--- config.mk ---
export PLATFORM = sky130hd
export DESIGN_NAME = uart_tx_path
export DESIGN_NICKNAME = d
export VERILOG_FILES = /design/src/rtl/uart_tx_pkg.sv /design/src/rtl/uart_tx_hold.sv /design/src/rtl/uart_tx_shift.sv /design/src/rtl/uart_tx_path.sv
export SDC_FILE = /design/constraint.sdc
export NUM_CORES = 1
export LEC_CHECK = 0
export BUFFER_PORTS_ARGS = -buffer_cell sky130_fd_sc_hd__clkbuf_2
export CAP_MARGIN = 25
export CORE_UTILIZATION = 56
export DETAILED_ROUTE_END_ITERATION = 8
export HOLD_SLACK_MARGIN = 0.06
export PLACE_DENSITY_LB_ADDON = 0.15
export SLEW_MARGIN = 30
export SYNTH_ARGS = -nofsm -noshare
export SYNTH_HDL_FRONTEND = slang
export SYNTH_SLANG_ARGS = --single-unit
--- constraint.sdc ---
create_clock -name clk -period 1.8 [get_ports clk]
set_clock_uncertainty 0.2 [all_clocks]
set_input_delay 0 -clock clk [delete_from_list [all_inputs] [get_ports clk]]
set_output_delay 0 -clock clk [all_outputs]
set_load 0.02 [all_outputs]
--- src/rtl/uart_tx_pkg.sv ---
package uart_tx_pkg;

  // Shift stage activity.
  typedef enum logic {
    SH_IDLE = 1'b0,
    SH_BUSY = 1'b1
  } sh_state_e;

endpackage

--- src/rtl/uart_tx_hold.sv ---
module uart_tx_hold #(
  parameter int DATA_W = 8
) (
  input  logic              clk,
  input  logic              rst_n,
  input  logic              wr_en,
  input  logic [DATA_W-1:0] wr_data,
  input  logic              take,
  output logic              full,
  output logic [DATA_W-1:0] data,
  output logic              overrun
);

  logic              full_q, full_d;
  logic [DATA_W-1:0] data_q, data_d;
  logic              ovr_q, ovr_d;

  // Next state: a transfer frees the slot, and a write fills an empty slot or flags overrun.
  always_comb begin
    full_d = full_q;
    data_d = data_q;
    ovr_d  = ovr_q;
    if (take) begin
      full_d = 1'b0;
    end
    if (wr_en) begin
      if (!full_q) begin
        full_d = 1'b1;
        data_d = wr_data;
      end else begin
        ovr_d = 1'b1;
      end
    end
  end

  always_ff @(posedge clk or negedge rst_n) begin
    if (!rst_n) begin
      full_q <= 1'b0;
      data_q <= '0;
      ovr_q  <= 1'b0;
    end else begin
      full_q <= full_d;
      data_q <= data_d;
      ovr_q  <= ovr_d;
    end
  end

  assign full    = full_q;
  assign data    = data_q;
  assign overrun = ovr_q;


  accept_chk: assert property (@(posedge clk) disable iff (!rst_n)
    (wr_en && !full_q) |=> (full_q && data_q == $past(wr_data)));


  ign_write_chk: assert property (@(posedge clk) disable iff (!rst_n)
    (wr_en && full_q) |=> (data_q == $past(data_q)));


  ovr_sticky_chk: assert property (@(posedge clk) disable iff (!rst_n)
    ovr_q |=> ovr_q);

endmodule

--- src/rtl/uart_tx_shift.sv ---
module uart_tx_shift
  import uart_tx_pkg::*;
#(
  parameter int DATA_W = 8,
  parameter int OSR    = 16
) (
  input  logic              clk,
  input  logic              rst_n,
  input  logic              baud_tick,
  input  logic              load_req,
  input  logic [DATA_W-1:0] load_data,
  output logic              load_ack,
  output logic              busy,
  output logic              tx
);

  localparam int FRAME_LEN = DATA_W + 2;
  localparam int TICK_W    = (OSR > 1) ? $clog2(OSR) : 1;
  localparam int BIT_W     = $clog2(FRAME_LEN);
  localparam logic [TICK_W-1:0] TICK_LAST = TICK_W'(OSR - 1);
  localparam logic [BIT_W-1:0]  BIT_LAST  = BIT_W'(FRAME_LEN - 1);

  sh_state_e              state_q, state_d;
  logic [FRAME_LEN-1:0]   frame_q, frame_d;
  logic [TICK_W-1:0]      tick_q, tick_d;
  logic [BIT_W-1:0]       bit_q, bit_d;
  logic                   bit_done;
  logic                   frame_end;

  assign bit_done  = baud_tick && (tick_q == TICK_LAST);
  assign frame_end = (state_q == SH_BUSY) && bit_done && (bit_q == BIT_LAST);
  assign load_ack  = load_req && ((state_q == SH_IDLE) || frame_end);

  always_comb begin
    state_d = state_q;
    frame_d = frame_q;
    tick_d  = tick_q;
    bit_d   = bit_q;
    if (load_ack) begin
      state_d = SH_BUSY;
      frame_d = {1'b1, load_data, 1'b0};
      tick_d  = '0;
      bit_d   = '0;
    end else if ((state_q == SH_BUSY) && baud_tick) begin
      if (bit_done) begin
        tick_d  = '0;
        frame_d = {1'b1, frame_q[FRAME_LEN-1:1]};
        if (bit_q == BIT_LAST) begin
          state_d = SH_IDLE;
        end else begin
          bit_d = bit_q + BIT_W'(1);
        end
      end else begin
        tick_d = tick_q + TICK_W'(1);
      end
    end
  end

  always_ff @(posedge clk or negedge rst_n) begin
    if (!rst_n) begin
      state_q <= SH_IDLE;
      frame_q <= '1;
      tick_q  <= '0;
      bit_q   <= '0;
    end else begin
      state_q <= state_d;
      frame_q <= frame_d;
      tick_q  <= tick_d;
      bit_q   <= bit_d;
    end
  end

  assign busy = (state_q == SH_BUSY);
  assign tx   = busy ? frame_q[0] : 1'b1;


  tx_hold_chk: assert property (@(posedge clk) disable iff (!rst_n)
    (busy && !baud_tick && !load_ack) |=> $stable(tx));


  start_low_chk: assert property (@(posedge clk) disable iff (!rst_n)
    load_ack |=> (busy && !tx));

endmodule

--- src/rtl/uart_tx_path.sv ---
module uart_tx_path #(
  parameter int DATA_W = 8,
  parameter int OSR    = 16
) (
  input  logic              clk,
  input  logic              rst_n,
  input  logic              baud_tick,
  input  logic              wr_en,
  input  logic [DATA_W-1:0] wr_data,
  output logic              tx,
  output logic              hold_empty,
  output logic              tx_idle,
  output logic              overrun
);

  logic              hold_full;
  logic [DATA_W-1:0] hold_data;
  logic              xfer;
  logic              sh_busy;

  uart_tx_hold #(.DATA_W(DATA_W)) u_hold (
    .clk     (clk),
    .rst_n   (rst_n),
    .wr_en   (wr_en),
    .wr_data (wr_data),
    .take    (xfer),
    .full    (hold_full),
    .data    (hold_data),
    .overrun (overrun)
  );

  uart_tx_shift #(.DATA_W(DATA_W), .OSR(OSR)) u_shift (
    .clk       (clk),
    .rst_n     (rst_n),
    .baud_tick (baud_tick),
    .load_req  (hold_full),
    .load_data (hold_data),
    .load_ack  (xfer),
    .busy      (sh_busy),
    .tx        (tx)
  );

  assign hold_empty = !hold_full;
  assign tx_idle    = !hold_full && !sh_busy;


  handoff_chk: assert property (@(posedge clk) disable iff (!rst_n)
    (hold_full && !sh_busy) |=> (!hold_full && sh_busy));


  no_gap_chk: assert property (@(posedge clk) disable iff (!rst_n)
    (sh_busy && hold_full) |=> sh_busy);

endmodule

==> impl_metrics.ini, run 1 <==
[run_status]
outcome = complete, no violations

[worst_hold_path]
hold_path.class = in2reg

[global_routing]
track_usage = 0.223
grt_pass1_vias = 946
antenna_found_initial = 0
grt-ovfl-total = 0
grt_max_degree = 29
grt_first_pass_wirelength_mm = 4.21

[floorplan]
start_util = 0.603
pin_count = 16
die-area_um2 = 2630
fp.dieH_um = 51.3
core_um2 = 2250
std_cell_rows = 17
die_x_um = 51.3

[setup_path]
criticalPathCategory = reg2reg
path_max_fanout = 5
worstSetupStartpointType = flip-flop
crit_path_end_kind = flip-flop
crit_family = flip-flops
slowest_stage = dfrtp_1
cp_cell_sequence = ha_4 -> and4b_1 -> a21oi_2 -> buf_2 -> nand2_1 -> a31oi_1
worst_ep_required_time_ns = 1.86
critical_path_buf_inv_count = 1
max_stage_delay_ns = 0.45
rrSetupSlack_ns = 0.08
worstPathArrival_ns = 1.78

[power]
leakagePower_nw = 0.743
power_frac_seq = 0.550
p_int_mw = 1.30
powerDensity_nw_per_um2 = 1110
peakVddDrop_mv = 0.765
p_comb_frac = 0.311
p_clk_frac = 0.138
p_sw_uw = 612
swShare = 0.320

[route]
drc_errors = 0
finalWirelength_mm = 2.63
drt_iter0_drc = 26
viasPerCell = 5.51
first_pass_iters = 6
ant_nets = 0
vias = 1047
drt-wirelength-per-cell_um = 13.8

[finish]
final_common_cell = nand2_1
fin_nets = 178
layout_common_cells = nand2_1, dfrtp_1, clkbuf_2
syn_to_final_growth_pct = 26.2
fillers = 164
diodes = 0
drive_above_1_share = 0.340

[placed_design]
port_buffers = 15
place_congestion = 0.847
dp_slack_ns = 0.0287
hpwlAfterDp_mm = 1.76

[timing]
slew_headroom = 0.550
setup-tns-final_ns = 0
setup_ws_ns = 0.0797
finalSetupViolations = 0
max_freq_mhz = 581
fin_crit_ns = 1.72
fin_crit_sh = 0.956
hold_slack_ns = 0.228
hold_violations = 0
finalMaxSlewViolations = 0
worstMarginPinSlew_ns = 0.675

[logic_synthesis]
syn_nets = 140
ys_types = 37
yosys.area.top_type = dfrtp_1
syn_area_um2 = 1360
ys_seq_area_frac = 0.524
async_flop_share = 1.00
synth_seq_cells = 28
dominantRegCellSynth = dfrtp_1
synth_edf_count = 0
yosysWarnings = 0
yosys.area.top_type_share = 0.350
synth.top_cells.by_area = dfrtp_1, dfstp_2, nand2_1
synth.avg_cell_area_um2 = 10.9
syn-instance-count = 125

[clock_network]
worstSkewPairLatency_ns = 0.33
path_clk_slew_ns = 0.15
cts-buffers-inserted = 3
cts_root_buffer = clkbuf_4
numClockSinks = 28
ctsHtreeMaxLevel = 1
cts_buffer_depth = 2
cts_tree = built

[run]
maxCapViolCount = 0
[path summary, 6_finish.rpt]
check                                   start                 end  cells after the start
setup reg to reg             u_shift.bit_q[0]  u_shift.frame_q[1]                      6
hold / removal                     wr_data[7]      u_hold.data[7]                      3
max in group asynchronous               rst_n   u_shift.tick_q[0]                      3
min in group asynchronous               rst_n        u_shift.busy                      3
hold reg to reg            u_shift.frame_q[1]  u_shift.frame_q[0]                      2
setup / recovery             u_shift.bit_q[0]  u_shift.frame_q[1]                      6
[cells in the mapped netlist, drive strengths merged, types with 2 or more instances]
| cell | count |
|---|---|
| o21ai | 6 |
| nor2b | 2 |
| nand2 | 25 |
| a31oi | 8 |
| inv | 3 |
| o31ai | 2 |
| nand3 | 4 |
| buf | 6 |
| mux2 | 8 |
| a21oi | 3 |
| nor2 | 10 |
| dfrtp | 19 |
| a21o | 2 |
| ha | 3 |
| dfstp | 9 |
[metal layers]
metal	wire (um)	share of wire	GRT usage
met1	1290	0.49	0.310
met2	1240	0.47	0.353
met3	54	0.021	0.0357
met4	39	0.015	0.0811
met5	0	0	0
[sequential cells by signal (all words and copies together), names as in the netlist]
signal	count
u_hold.data	8
u_hold.full	1
u_shift.tick_q	4
u_shift.busy	1
u_shift.bit_q	4
u_hold.overrun	1
u_shift.frame_q	9
[layout make-up]
| cell class | count | area, um2 | area share |
|---|---|---|---|
| Multi-Input combinational cell | 88 | 627 | 0.365 |
| Inverter | 3 | 11.3 | 0.00656 |
| Sequential cell | 28 | 713 | 0.416 |
| Tap cell | 28 | 35.0 | 0.0204 |
| Timing Repair Buffer | 39 | 303 | 0.177 |
| Clock buffer | 4 | 26.3 | 0.0153 |
[logic make-up after synthesis]
| logic type | share of synthesized area |
|---|---|
| buffers and inverters | 0.0378 |
| adder cells (fa/ha/maj) | 0.0276 |
| multiplexers | 0.0764 |
| AND/OR/NAND/NOR | 0.175 |
| flip-flops | 0.524 |
| AO/OA/AOI/OAI | 0.159 |
[power by group through the flow]
| stage | clock [mW] | combinational [mW] | sequential [mW] |
|---|---|---|---|
| finish | 0.264 | 0.595 | 1.05 |
| global route | 0.293 | 0.678 | 1.08 |
| CTS | 0.277 | 0.526 | 1.03 |
| detailed placement | 0 | 0.504 | 1.05 |
| global placement | 0 | 0.486 | 1.04 |
| floorplan | 0 | 0.381 | 1.01 |
[stage by stage]
step | power (mW) | util | cells | cell area (um2)
6_report | 1.91 | 0.761 | 190 | 1720
3_3_place_gp | 1.52 | 0.663 | 169 | 1490
3_5_place_dp | 1.55 | 0.663 | 169 | 1490
2_1_floorplan | 1.39 | - | 125 | 1360
4_1_cts | 1.83 | 0.728 | 185 | 1640
5_1_grt | 2.05 | 0.761 | 190 | 1720
[worst min-delay path, stage by stage]
cell	delay, ns
dlygate4sd3_1	0.52
clkbuf_2	0.10
mux2_1	0.11
[what timing repair did]
| item | in CTS | in global routing |
|---|---|---|
| buffers inserted | 0 | 4 |
| hold endpoints to repair | 44 | 0 |
| setup endpoints to repair | 0 | 12 |
| hold buffers | 12 | 0 |
| gates resized for setup | 0 | 10 |
(Power assumes the default switching activity.)
==> run 2, diff against run 1 <==
--- a/config.mk
+++ b/config.mk
@@ -7,7 +7,8 @@
 export LEC_CHECK = 0
 export BUFFER_PORTS_ARGS = -buffer_cell sky130_fd_sc_hd__clkbuf_2
 export CAP_MARGIN = 25
-export CORE_UTILIZATION = 56
+export CORE_UTILIZATION = 59
+export CTS_BUF_LIST = sky130_fd_sc_hd__clkbuf_8
 export DETAILED_ROUTE_END_ITERATION = 8
 export HOLD_SLACK_MARGIN = 0.06
 export PLACE_DENSITY_LB_ADDON = 0.15
==> constraint.sdc (replaced) <==
create_clock -name clk -period 1.6 [get_ports clk]
set_clock_uncertainty 0.2 [all_clocks]
set_input_delay 0 -clock clk [delete_from_list [all_inputs] [get_ports clk]]
set_output_delay 0 -clock clk [all_outputs]
set_load 0.02 [all_outputs]
==> run 2 against run 1 <==
  * The flow now finishes with violations (setup timing)
  * Total power increased by 47%
  * Maximum frequency decreased by 8.5%
  * Critical endpoint is now u_shift.bit_q[2]
  * Clock power increased by 120%
  * Core utilization increased by 14 points
  * Via count increased by 21%
  * Critical path type unchanged
  * Combinational power increased by 73%
  * Highest routed layer unchanged
  * Design area increased by 15%
  * Count of clock-buffer cells in the layout decreased by 1
==> impl_metrics.ini, run 2 (synthesis gave the netlist of run 1 again) <==
[route]
finalWirelength_mm = 4.48
vias = 1263
drc_errors = 0
drt-wirelength-per-cell_um = 22.1
first_pass_iters = 5
drt_iter0_drc = 55
viasPerCell = 6.22
ant_nets = 0

[finish]
layout_common_cells = buf_4, nand2_1, dfrtp_1
utilization = 0.899
drive_above_1_share = 0.474
regMostFlops = u_shift.frame_q
syn_to_final_growth_pct = 45.0
diodes = 0
multi_input_area_um2 = 711
largest_reg_flops = 9
fin_nets = 191
fillers = 83
seq_area_um2 = 712
final_common_cell = buf_4

[power]
power.total_mw = 2.80
peakVddDrop_mv = 1.22
powerDensity_nw_per_um2 = 1420
leakagePower_nw = 0.867
swShare = 0.336
p_int_mw = 1.86
p_clk_frac = 0.203
p_comb_frac = 0.367
power_frac_seq = 0.429
p_sw_uw = 941

[timing]
setup_ws_ns = -0.280
rsz0062_at_grt = true
worstMarginPinSlew_ns = 0.691
fin_crit_ns = 1.88
fin_crit_sh = 1.18
slew_headroom = 0.539
hold_violations = 0
max_freq_mhz = 532
hold_slack_ns = 0.0760
finalMaxSlewViolations = 0
finalSetupViolations = 18

[placed_design]
port_buffers = 15
place_congestion = 0.799
dp_slack_ns = -0.146
hpwlAfterDp_mm = 2.03

[setup_path]
rrSetupSlack_ns = -0.28
crit_family = compound AO/OA/AOI/OAI gates
path_max_fanout = 5
worstPathArrival_ns = 1.88
worstSetupStartpointType = flip-flop
crit_path_end_kind = flip-flop
criticalPathCategory = reg2reg
critical_path_buf_inv_count = 2
max_stage_delay_ns = 0.40
cp_cell_sequence = inv_2 -> ha_4 -> and4b_2 -> a21o_1 -> clkbuf_16 -> o21ai_2 -> o2bb2ai_1
worst_ep_required_time_ns = 1.60
slowest_stage = dfrtp_1

[global_routing]
busiest_layer = met2
grt_first_pass_wirelength_mm = 5.42
track_usage = 0.300
grt_max_degree = 29
grt_pass1_vias = 1151
grt_use_met3 = 0.0710
grt.met2_usage = 0.496
grt-ovfl-total = 0
antenna_found_initial = 0
globalRouteMet1Util = 0.380

[clock_network]
path_clk_slew_ns = 0.10
ctsHtreeMaxLevel = 1
cts_tree = built
cts-buffers-inserted = 3
cts_root_buffer = clkbuf_8
worstSkewPairLatency_ns = 0.28
numClockSinks = 28
cts_buffer_depth = 2

[floorplan]
std_cell_rows = 17
start_util = 0.620
pin_count = 16
die_x_um = 50.0
die-area_um2 = 2500
core_um2 = 2190
fp.dieH_um = 50.0

[run]
maxCapViolCount = 0

[run_status]
violations = setup timing
outcome = finished, violations left

[worst_hold_path]
hold_path.class = in2async
run 2: cell types whose count changed in the layout (fill, tap and decap cells not counted), sizes merged:
| cell | delta |
|---|---|
| dlygate4sd3 | -1 |
| buf | +13 |
| bufinv | +1 |
run 2: timing repair:
action,CTS,global route
hold endpoints to repair,41,0
setup buffers,3,3
hold buffers,11,0
gates resized for setup,7,18
gates cloned,0,1
pin swaps,7,10
endpoints found under the setup margin,15,23
run 2: per-stage QoR:
| stage | cell area, um2 | TNS (ns) | instances |
|---|---|---|---|
| global placement | 1610 | -0.623 | 181 |
| floorplan | 1380 | -0.0127 | 125 |
| CTS | 1860 | -1.09 | 199 |
| finish | 1970 | -2.61 | 203 |
| detailed placement | 1610 | -1.15 | 181 |
| global route | 1970 | -3.43 | 203 |
run 2: layer usage:
metal | part of all wire | vias to the layer above
met5 | 0 | -
met4 | 0.045 | 0
met3 | 0.063 | 26
met2 | 0.50 | 73
met1 | 0.39 | 621
li1 | - | 543
run 2: cell type report:
type / instances / area share
Clock buffer: 3 / 0.0210
Clock inverter: 1 / 0.0152
Timing Repair Buffer: 52 / 0.218
Inverter: 3 / 0.00571
Sequential cell: 28 / 0.361
Multi-Input combinational cell: 88 / 0.361
Tap cell: 28 / 0.0178
run 2: worst paths after layout:
kind                                   from                 to  cells after the start
max                        u_shift.bit_q[1]   u_shift.bit_q[2]                      7
min                                   rst_n  u_shift.tick_q[3]                      2
max reg2reg                u_shift.bit_q[1]   u_shift.bit_q[2]                      7
min reg2reg                  u_hold.overrun     u_hold.overrun                      1
max in group asynchronous             rst_n   u_shift.bit_q[2]                      2
min in group clk                 wr_data[7]     u_hold.data[7]                      3
run 2: power groups by stage:
stage / combinational, mW / clock (mW) / sequential, mW
floorplan: 0.439 / 0 / 1.14
global placement: 0.679 / 0 / 1.14
detailed placement: 0.735 / 0 / 1.16
CTS: 0.816 / 0.572 / 1.15
global route: 1.10 / 0.598 / 1.21
finish: 1.03 / 0.569 / 1.20
run 2: worst register-to-register path: cells and delay by family (launching register included):
kind / cells / cell delay [ns]
AOI/OAI and AO/OA: 3 / 0.55
adders and majority gates: 1 / 0.16
buffers and inverters: 2 / 0.25
DFF: 1 / 0.40
and+or+nand+nor: 1 / 0.25
